`config.mk`:
```
export PLATFORM = sky130hd
export DESIGN_NAME = chan_irq_ctl
export DESIGN_NICKNAME = d
export VERILOG_FILES = /design/src/rtl/chan_irq_pkg.sv /design/src/rtl/chirq_cfg_reg.sv /design/src/rtl/chirq_causes.sv /design/src/rtl/chirq_pin.sv /design/src/rtl/chan_irq_ctl.sv
export SDC_FILE = /design/constraint.sdc
export NUM_CORES = 1
export LEC_CHECK = 0
export ABC_AREA = 1
export CORE_MARGIN = 2
export CORE_UTILIZATION = 44
export CTS_CLUSTER_SIZE = 24
export DETAILED_ROUTE_END_ITERATION = 10
export GPL_TIMING_DRIVEN = 0
export MAX_ROUTING_LAYER = met4
export PLACE_DENSITY_LB_ADDON = 0.12
export SLEW_MARGIN = 30
export SYNTH_ARGS = -nofsm -noshare
export SYNTH_HDL_FRONTEND = slang
export SYNTH_SLANG_ARGS = --single-unit
```
`constraint.sdc`:
```
create_clock -name clk -period 2.9 [get_ports clk]
set_clock_uncertainty 0.1 [all_clocks]
set_input_delay 0.58 -clock clk [delete_from_list [all_inputs] [get_ports clk]]
set_output_delay 0.58 -clock clk [all_outputs]
set_load 0.03 [all_outputs]
```
`src/rtl/chan_irq_pkg.sv`:
```
// Shared constants for the channel interrupt controller.
// Assumes the control byte layout fixed by the channel's register decode.
package chan_irq_pkg;
    localparam int CFG_W    = 8;
    localparam int N_CAUSE  = 4;
    localparam int MODE_W   = 2;
    // control bit positions
    localparam int B_PIN_EN = 7;
    localparam int B_REQ    = 6;
    localparam int B_RXSEL  = 5;
    localparam int B_MODE   = 3;
    localparam int B_PAR    = 2;
    localparam int B_TXIE   = 1;
    localparam int B_EXTIE  = 0;
    // cause indices
    localparam int C_RXC = 0;
    localparam int C_SPC = 1;
    localparam int C_TXE = 2;
    localparam int C_EXT = 3;

    typedef enum logic [MODE_W-1:0] {
        RXM_OFF   = 2'b00,
        RXM_FIRST = 2'b01,
        RXM_ALL   = 2'b10,
        RXM_SPC   = 2'b11
    } rx_mode_t;
endpackage

```
`src/rtl/chirq_cfg_reg.sv`:
```
// Control byte register, first-character arming flag and buffer level edge detect.
// Assumes rx_avail and tx_empty are synchronous levels.
module chirq_cfg_reg
    import chan_irq_pkg::*;
(
    input  logic             clk,
    input  logic             rst_n,
    input  logic             cfg_we,
    input  logic [CFG_W-1:0] cfg_wdata,
    input  logic             rx_avail,
    input  logic             tx_empty,
    output logic [CFG_W-1:0] cfg,
    output logic             armed,
    output logic             rx_rise,
    output logic             tx_rise
);
    logic rx_prev, tx_prev;
    logic first_mode;

    assign first_mode = (rx_mode_t'(cfg[B_MODE +: MODE_W]) == RXM_FIRST);
    assign rx_rise    = rx_avail & ~rx_prev;
    assign tx_rise    = tx_empty & ~tx_prev;

    // Purpose: hold the control byte written by software.
    always_ff @(posedge clk) begin
        if (!rst_n)      cfg <= '0;
        else if (cfg_we) cfg <= cfg_wdata;
    end

    // Purpose: arm on a write selecting first-character mode, disarm on that character.
    always_ff @(posedge clk) begin
        if (!rst_n)
            armed <= 1'b0;
        else if (cfg_we && rx_mode_t'(cfg_wdata[B_MODE +: MODE_W]) == RXM_FIRST)
            armed <= 1'b1;
        else if (rx_rise && first_mode)
            armed <= 1'b0;
    end

    // Purpose: remember previous buffer levels for rising edge detection.
    always_ff @(posedge clk) begin
        if (!rst_n) begin
            rx_prev <= 1'b0;
            tx_prev <= 1'b0;
        end else begin
            rx_prev <= rx_avail;
            tx_prev <= tx_empty;
        end
    end

    // a character in first mode consumes the arm
    a_r7_arm_drop: assert property (@(posedge clk) disable iff (!rst_n)
        (armed && rx_avail && !rx_prev && first_mode && !cfg_we) |=> !armed);
    // a write selecting mode 01 re-arms
    a_r7_rearm: assert property (@(posedge clk) disable iff (!rst_n)
        (cfg_we && cfg_wdata[B_MODE +: MODE_W] == 2'b01) |=> armed);
endmodule

```
`src/rtl/chirq_causes.sv`:
```
// Latches interrupt causes gated by their enables and forms the request.
// Assumes event inputs are single-cycle and acknowledges are per cause.
module chirq_causes
    import chan_irq_pkg::*;
(
    input  logic               clk,
    input  logic               rst_n,
    input  logic [CFG_W-1:0]   cfg,
    input  logic               armed,
    input  logic               rx_rise,
    input  logic               tx_rise,
    input  logic               rx_parity_err,
    input  logic               rx_special,
    input  logic               ext_change,
    input  logic [N_CAUSE-1:0] ack,
    output logic [N_CAUSE-1:0] pending,
    output logic               irq
);
    rx_mode_t           mode;
    logic [N_CAUSE-1:0] set_v;
    logic [N_CAUSE-1:0] en_v;

    assign mode = rx_mode_t'(cfg[B_MODE +: MODE_W]);

    // Purpose: decode which causes are enabled and which fire this cycle.
    always_comb begin
        en_v        = '0;
        en_v[C_RXC] = (mode == RXM_FIRST) || (mode == RXM_ALL);
        en_v[C_SPC] = (mode != RXM_OFF);
        en_v[C_TXE] = cfg[B_TXIE];
        en_v[C_EXT] = cfg[B_EXTIE];
        set_v        = '0;
        set_v[C_RXC] = rx_rise && ((mode == RXM_ALL) || (mode == RXM_FIRST && armed));
        set_v[C_SPC] = en_v[C_SPC] && (rx_special || (rx_parity_err && cfg[B_PAR]));
        set_v[C_TXE] = tx_rise && cfg[B_TXIE];
        set_v[C_EXT] = ext_change && cfg[B_EXTIE];
    end

    for (genvar i = 0; i < N_CAUSE; i++) begin : g_cause
        // Purpose: one latched cause, event wins over acknowledge.
        always_ff @(posedge clk) begin
            if (!rst_n)        pending[i] <= 1'b0;
            else if (set_v[i]) pending[i] <= 1'b1;
            else if (ack[i])   pending[i] <= 1'b0;
        end

        // acknowledge without event clears the cause
        a_r12_ack_clears: assert property (@(posedge clk) disable iff (!rst_n)
            (ack[i] && !set_v[i]) |=> !pending[i]);
        // an event always leaves the cause latched
        a_r12_set_wins: assert property (@(posedge clk) disable iff (!rst_n)
            set_v[i] |=> pending[i]);
    end

    assign irq = |(pending & en_v);

    // no latched cause means no request
    a_r13_no_cause_quiet: assert property (@(posedge clk) disable iff (!rst_n)
        (pending == '0) |-> !irq);
endmodule

```
`src/rtl/chirq_pin.sv`:
```
// Drives the combined wait/request pin from the control byte and buffer state.
// Assumes the pad turns wreq_oe low into high impedance.
module chirq_pin
    import chan_irq_pkg::*;
(
    input  logic             clk,
    input  logic             rst_n,
    input  logic [CFG_W-1:0] cfg,
    input  logic             rx_avail,
    input  logic             tx_empty,
    input  logic             cpu_rd_try,
    input  logic             cpu_wr_try,
    output logic             wreq_out,
    output logic             wreq_oe
);
    logic ready, attempt;

    // Purpose: pick buffer readiness and processor attempt from the tied side.
    always_comb begin
        ready   = cfg[B_RXSEL] ? rx_avail   : tx_empty;
        attempt = cfg[B_RXSEL] ? cpu_rd_try : cpu_wr_try;
    end

    // Purpose: form pin value and enable for wait or request function.
    always_comb begin
        wreq_oe  = 1'b0;
        wreq_out = 1'b0;
        if (cfg[B_PIN_EN]) begin
            if (cfg[B_REQ]) begin
                wreq_oe  = 1'b1;
                wreq_out = ~ready;
            end else begin
                wreq_oe  = attempt & ~ready;
                wreq_out = 1'b0;
            end
        end
    end

    // pin disabled means floating
    a_r2_pin_float: assert property (@(posedge clk) disable iff (!rst_n)
        !cfg[B_PIN_EN] |-> !wreq_oe);
    // request function always drives
    a_r4_req_driven: assert property (@(posedge clk) disable iff (!rst_n)
        (cfg[B_PIN_EN] && cfg[B_REQ]) |-> wreq_oe);
    // wait function only ever pulls low
    a_r3_wait_low: assert property (@(posedge clk) disable iff (!rst_n)
        (wreq_oe && !cfg[B_REQ]) |-> !wreq_out);
endmodule

```
`src/rtl/chan_irq_ctl.sv`:
```
// Top of the serial channel interrupt and wait/request controller.
// Assumes all inputs synchronous to clk; pin outputs are combinational.
module chan_irq_ctl
    import chan_irq_pkg::*;
(
    input  logic               clk,
    input  logic               rst_n,
    input  logic               cfg_we,
    input  logic [CFG_W-1:0]   cfg_wdata,
    input  logic               rx_avail,
    input  logic               rx_parity_err,
    input  logic               rx_special,
    input  logic               tx_empty,
    input  logic               ext_change,
    input  logic               cpu_rd_try,
    input  logic               cpu_wr_try,
    input  logic [N_CAUSE-1:0] ack,
    output logic               irq,
    output logic               wreq_out,
    output logic               wreq_oe,
    output logic [N_CAUSE-1:0] pending
);
    logic [CFG_W-1:0] cfg;
    logic armed, rx_rise, tx_rise;

    chirq_cfg_reg u_cfg (
        .clk(clk), .rst_n(rst_n), .cfg_we(cfg_we), .cfg_wdata(cfg_wdata),
        .rx_avail(rx_avail), .tx_empty(tx_empty),
        .cfg(cfg), .armed(armed), .rx_rise(rx_rise), .tx_rise(tx_rise)
    );

    chirq_causes u_causes (
        .clk(clk), .rst_n(rst_n), .cfg(cfg), .armed(armed),
        .rx_rise(rx_rise), .tx_rise(tx_rise),
        .rx_parity_err(rx_parity_err), .rx_special(rx_special),
        .ext_change(ext_change), .ack(ack),
        .pending(pending), .irq(irq)
    );

    chirq_pin u_pin (
        .clk(clk), .rst_n(rst_n), .cfg(cfg),
        .rx_avail(rx_avail), .tx_empty(tx_empty),
        .cpu_rd_try(cpu_rd_try), .cpu_wr_try(cpu_wr_try),
        .wreq_out(wreq_out), .wreq_oe(wreq_oe)
    );

    // request never raised out of reset with nothing latched
    a_r1_quiet_reset: assert property (@(posedge clk) disable iff (!rst_n)
        (pending == '0) |-> !irq);
endmodule

```
# --- Word level (Yosys, flattened, before mapping) ---
# Cells that the tools add are included.
word_totals:
  register_bits: 15
  input_bits: 22
  word_cells: 52
classes:
  eq_ne: 3
  n_mux: 16
  n_bitwise: 7
  reduce_logical: 18
op_table:
  columns: ["op", "count"]
  rows:
  - ["$mux 1", 16]
  - ["$reduce_bool 2->1", 6]
  - ["$logic_and 1x1->1", 8]
  - ["$and 4x4->4", 1]
  - ["$eq 2x1->1 const B", 2]
  - ["$reduce_or 4->1", 1]
  - ["$and 1x1->1", 3]
  - ["$logic_or 1x1->1", 3]
  - ["$not 1->1", 3]
  - ["$eq 2x2->1 const B", 1]

# --- Depth between registers and ports, before layout ---
# Gate-level depths: netlist (run 1).
depth:
  depth_word: 5
  depth_mapped: 6

# --- Cells and area by module ---
# From an unflattened synthesis (run 1), not the netlist that was laid out.
unflattened:
  hier_cells: 103
  hier_area_um2: 696.9
modules_own_cells:
  columns: ["module", "instances", "cells_per_inst", "area_each_um2", "seq_area_each_um2"]
  rows:
  - ["chirq_cfg_reg", 1, 53, 405.4, 220.2]
  - ["chirq_causes", 1, 38, 241.5, 80.1]
  - ["chirq_pin", 1, 12, 50.0, 0.0]

# --- Worst setup path after synthesis (run 1) ---
# Ideal clock, no wire load.
synth_timing:
  path_type: "in2out"
  start: "in tx_empty"
  end: "out wreq_out"
  arrival_time_ns: 1.411
  path_slack_ns: 0.809
  cell_stages: 3
  n_path_buf: 0
  path_cell_list: "inv_1 > nor2_1 > nor3b_1"
synth_between:
  elab_chain_cells: 4
synth_lines:
  columns: ["item", "line", "rtl"]
  rows:
  - ["start: declaration", "chan_irq_ctl.sv:13", "input logic tx_empty,"]
  - ["$mux 1", "chirq_pin.sv:20", "ready = cfg[B_RXSEL] ? rx_avail : tx_empty;"]
  - ["$not 1->1", "chirq_pin.sv:31", "wreq_out = ~ready;"]
  - ["$mux 1", "chirq_pin.sv:29", "if (cfg[B_REQ]) begin"]
  - ["$mux 1", "chirq_pin.sv:28", "if (cfg[B_PIN_EN]) begin"]
  - ["end: declaration", "chan_irq_ctl.sv:19", "output logic wreq_out,"]
# Every way passes these cells.

# --- Final worst setup path (run 1) ---
layout_timing:
  start: "in rx_avail"
  end: "out wreq_oe"
layout_between:
  elab_chain_cells: 5
layout_lines:
  columns: ["item", "line", "rtl"]
  rows:
  - ["start: declaration", "chan_irq_ctl.sv:10", "input logic rx_avail,"]
  - ["$mux 1", "chirq_pin.sv:20", null]
  - ["$not 1->1", "chirq_pin.sv:33", "wreq_oe = attempt & ~ready;"]
  - ["$and 1x1->1", "chirq_pin.sv:33", null]
  - ["$mux 1", "chirq_pin.sv:29", null]
  - ["$mux 1", "chirq_pin.sv:28", null]
  - ["end: declaration", "chan_irq_ctl.sv:20", "output logic wreq_oe,"]
# Every way passes these cells.

==> impl_results.md, run 1 <==
* Setup TNS Final at 0 ps
* Cts bufs inserted at 3
* Vias in the first global route at 603
* Final Critical Period at 2740 ps
* TritonCTS Sinks at 15
* Die outline width at 44.2 um
* Cells after Synth at 100
* Drt wl/cell at roughly 10 um
* Fraction of layout cells with a size suffix above 1 at under 10%
* RSZ-0062 raised after global routing: false
* CTS clock-pin slew for the worst setup and hold paths at 80 ps
* Die H at roughly 44 um
* VDD IR max at 0.265 mV
* Via count at 684
* Hold_buf cts at 0
* I/O pin total at 29
* Fmax at between 300 and 400 MHz
* # setup viols final at 0
* Total of max-cap violations at 0
* Worst Path Required at 2220 ps
* Count of different cell masters after synthesis at 16
* First DRT Iteration DRCs at 7
* GRT Util Overall at 19.2%
* Worst hold slack at around 380 ps
* Mapped Nets at 125
* Crit end category: output port
* Worst Path Max Fanout at 4
* Clk_lat worst skew at 280 ps
* H-tree levels at 1
* Largest net degree at the start of global routing at 11
* Hold/Removal Path Class: flip-flop to flip-flop
* PortBufs at 27
* Initial Util at 47.3%
* Layout Utilization at 68.3%
* Cell row count at 14
* Clock Root Buffer: clkbuf_4
* P per Cell Area at 420 nW/um2
* Grt total ovfl at 0
* Final Max Tran Viols at 0
* Post-CTS sizing at 0
* Antenna fix cells at 0
* Register area share after synthesis at 42.2%
* Critical path class: input pin to output port
* Initial antenna violation count at 0
* Status: finished clean
* Max-slew headroom at slightly below 80%
* Flops & latches, synth at 15
* Finished Layout Cells at 147
* P_leak at 0.469 nW
* # fillers at 126
* # DRC at 0
* CTS tree: yes
* Post-Route WL at 1.46 mm
* GPL Wtd Cong at approximately 0.80
* DR pass1 iterations at 4
* Routed vias/inst at about 4.7
* Area Overhead vs Synth at 44.5%
* Part of the cycle the worst path needs at 94.6%
* Post-Syn Area at ~700 um2
* Post-CTS setup buffer count at 0
* First-pass GRT wire length at between 2 and 3 mm
* Final Hold Vio Count at 0
* Final Net Count at 157
* Critical path startpoint category: input pin
* Worst Path Arrival at 2060 ps
* Routed Antenna Nets at 0
* Syn_area_per_cell at ~7.1 um2
* Die area at 1960 um2
* DP Cell Count at 143
* CTS max path bufs at 2
* Post-DP HPWL at 1.13 mm
* Synth warn at 0
* Area of the core at 1510 um2
* Worst-Margin Slew at 312 ps
==> Yosys cell counts <==
cell type,number,area [um2]
a21oi_1,4,20.0
a21oi_2,3,26.3
buf_4,1,7.51
buf_6,1,11.3
dfxtp_1,15,300
ha_1,3,37.5
inv_1,17,63.8
inv_2,1,3.75
nand2_1,27,101
nand3_1,1,5.00
nand3_4,1,17.5
nand4_1,1,6.26
nor2_1,16,60.1
nor3b_1,1,7.51
o21ai_0,7,35.0
o21ai_2,1,8.76
==> logic make-up (layout without fill, tap and decap cells) <==
family / count (synthesis) / after routing / share of synthesized area (%)
AOI/OAI and AO/OA: 15 / 15 / 12.7
adders and majority gates: 3 / 3 / 5.27
buffers and inverters: 20 / 51 / 12.1
DFF: 15 / 15 / 42.2
and+or+nand+nor: 47 / 47 / 27.8
==> worst max-delay path: stages <==
cell and delay, ps:
clkdlybuf4s50_1 470, nand2_1 120, nand2_1 50, nor2_1 80, nand2_1 50, nand2_1 50
clkdlybuf4s50_1 660
==> flip-flops by register name (all words and copies together), names as in the netlist <==
signal            cells
u_cfg.cfg             8
u_cfg.armed           1
u_causes.pending      4
u_cfg.tx_prev         1
u_cfg.rx_prev         1
==> path summary, 6_finish.rpt <==
path,start,to,slack (ps),depth (start not counted)
setup reg to reg,u_cfg.cfg[4],u_causes.pending[0],1830,6
hold / removal,u_cfg.armed,u_cfg.armed,380,2
hold reg to reg,u_cfg.armed,u_cfg.armed,380,2
setup / recovery,rx_avail,wreq_oe,160,7
==> per-stage QoR <==
step                      setup WS (ps)  cell area (um2)  total power [mW]
after floorplan                     809              712             0.274
after detailed placement            155             1000             0.320
after global placement              169             1000             0.318
after CTS                           156             1030             0.441
after global routing               62.1             1030             0.461
final                               157             1030             0.432
==> layer usage <==
layer / track usage (%) / part of all wire (%)
met1: 21.7 / 44
met2: 30.0 / 48
met3: 5.71 / 6.9
met4: 10.9 / 1.3
met5: - / 0
==> report_power, final <==
| group | switching [mW] | total (mW) | internal (mW) |
|---|---|---|---|
| Combinational | 0.0405 | 0.0881 | 0.0476 |
| Sequential | 0.00833 | 0.226 | 0.218 |
| Clock | 0.0637 | 0.117 | 0.0534 |
| Total | 0.112 | 0.432 | 0.319 |
==> cell type report <==
class                   instances  area (um2)  share of cell area [%]
multi-input cells              65         325                    31.6
flip-flops and latches         15         300                    29.2
repair buffers                 27         270                    26.3
inverters                      18        67.6                    6.57
clock buffers                   4        26.3                    2.55
well taps                      16        20.0                    1.95
plain buffers                   2        18.8                    1.82
==> layout by cell type, fill, tap and decap left out <==
cell,netlist,routed
nor3b_1,1,1
inv_2,1,1
buf_4,1,1
dfxtp_1,15,15
nand2_1,27,27
o21ai_2,1,1
nand4_1,1,1
a21oi_1,4,4
nand3_1,1,1
clkbuf_1,0,1
buf_6,1,1
clkbuf_4,0,3
inv_1,17,17
ha_1,3,3
nor2_1,16,16
clkdlybuf4s50_1,0,27
a21oi_2,3,3
nand3_4,1,1
o21ai_0,7,7
No activity file was read; power rests on OpenSTA's default activity.
==> run 2, diff against run 1 <==
Settings changed: CAP_MARGIN set to 20.
==> results of run 2 <==
No change in the layout: final DEF, timing and power equal those of run 1.
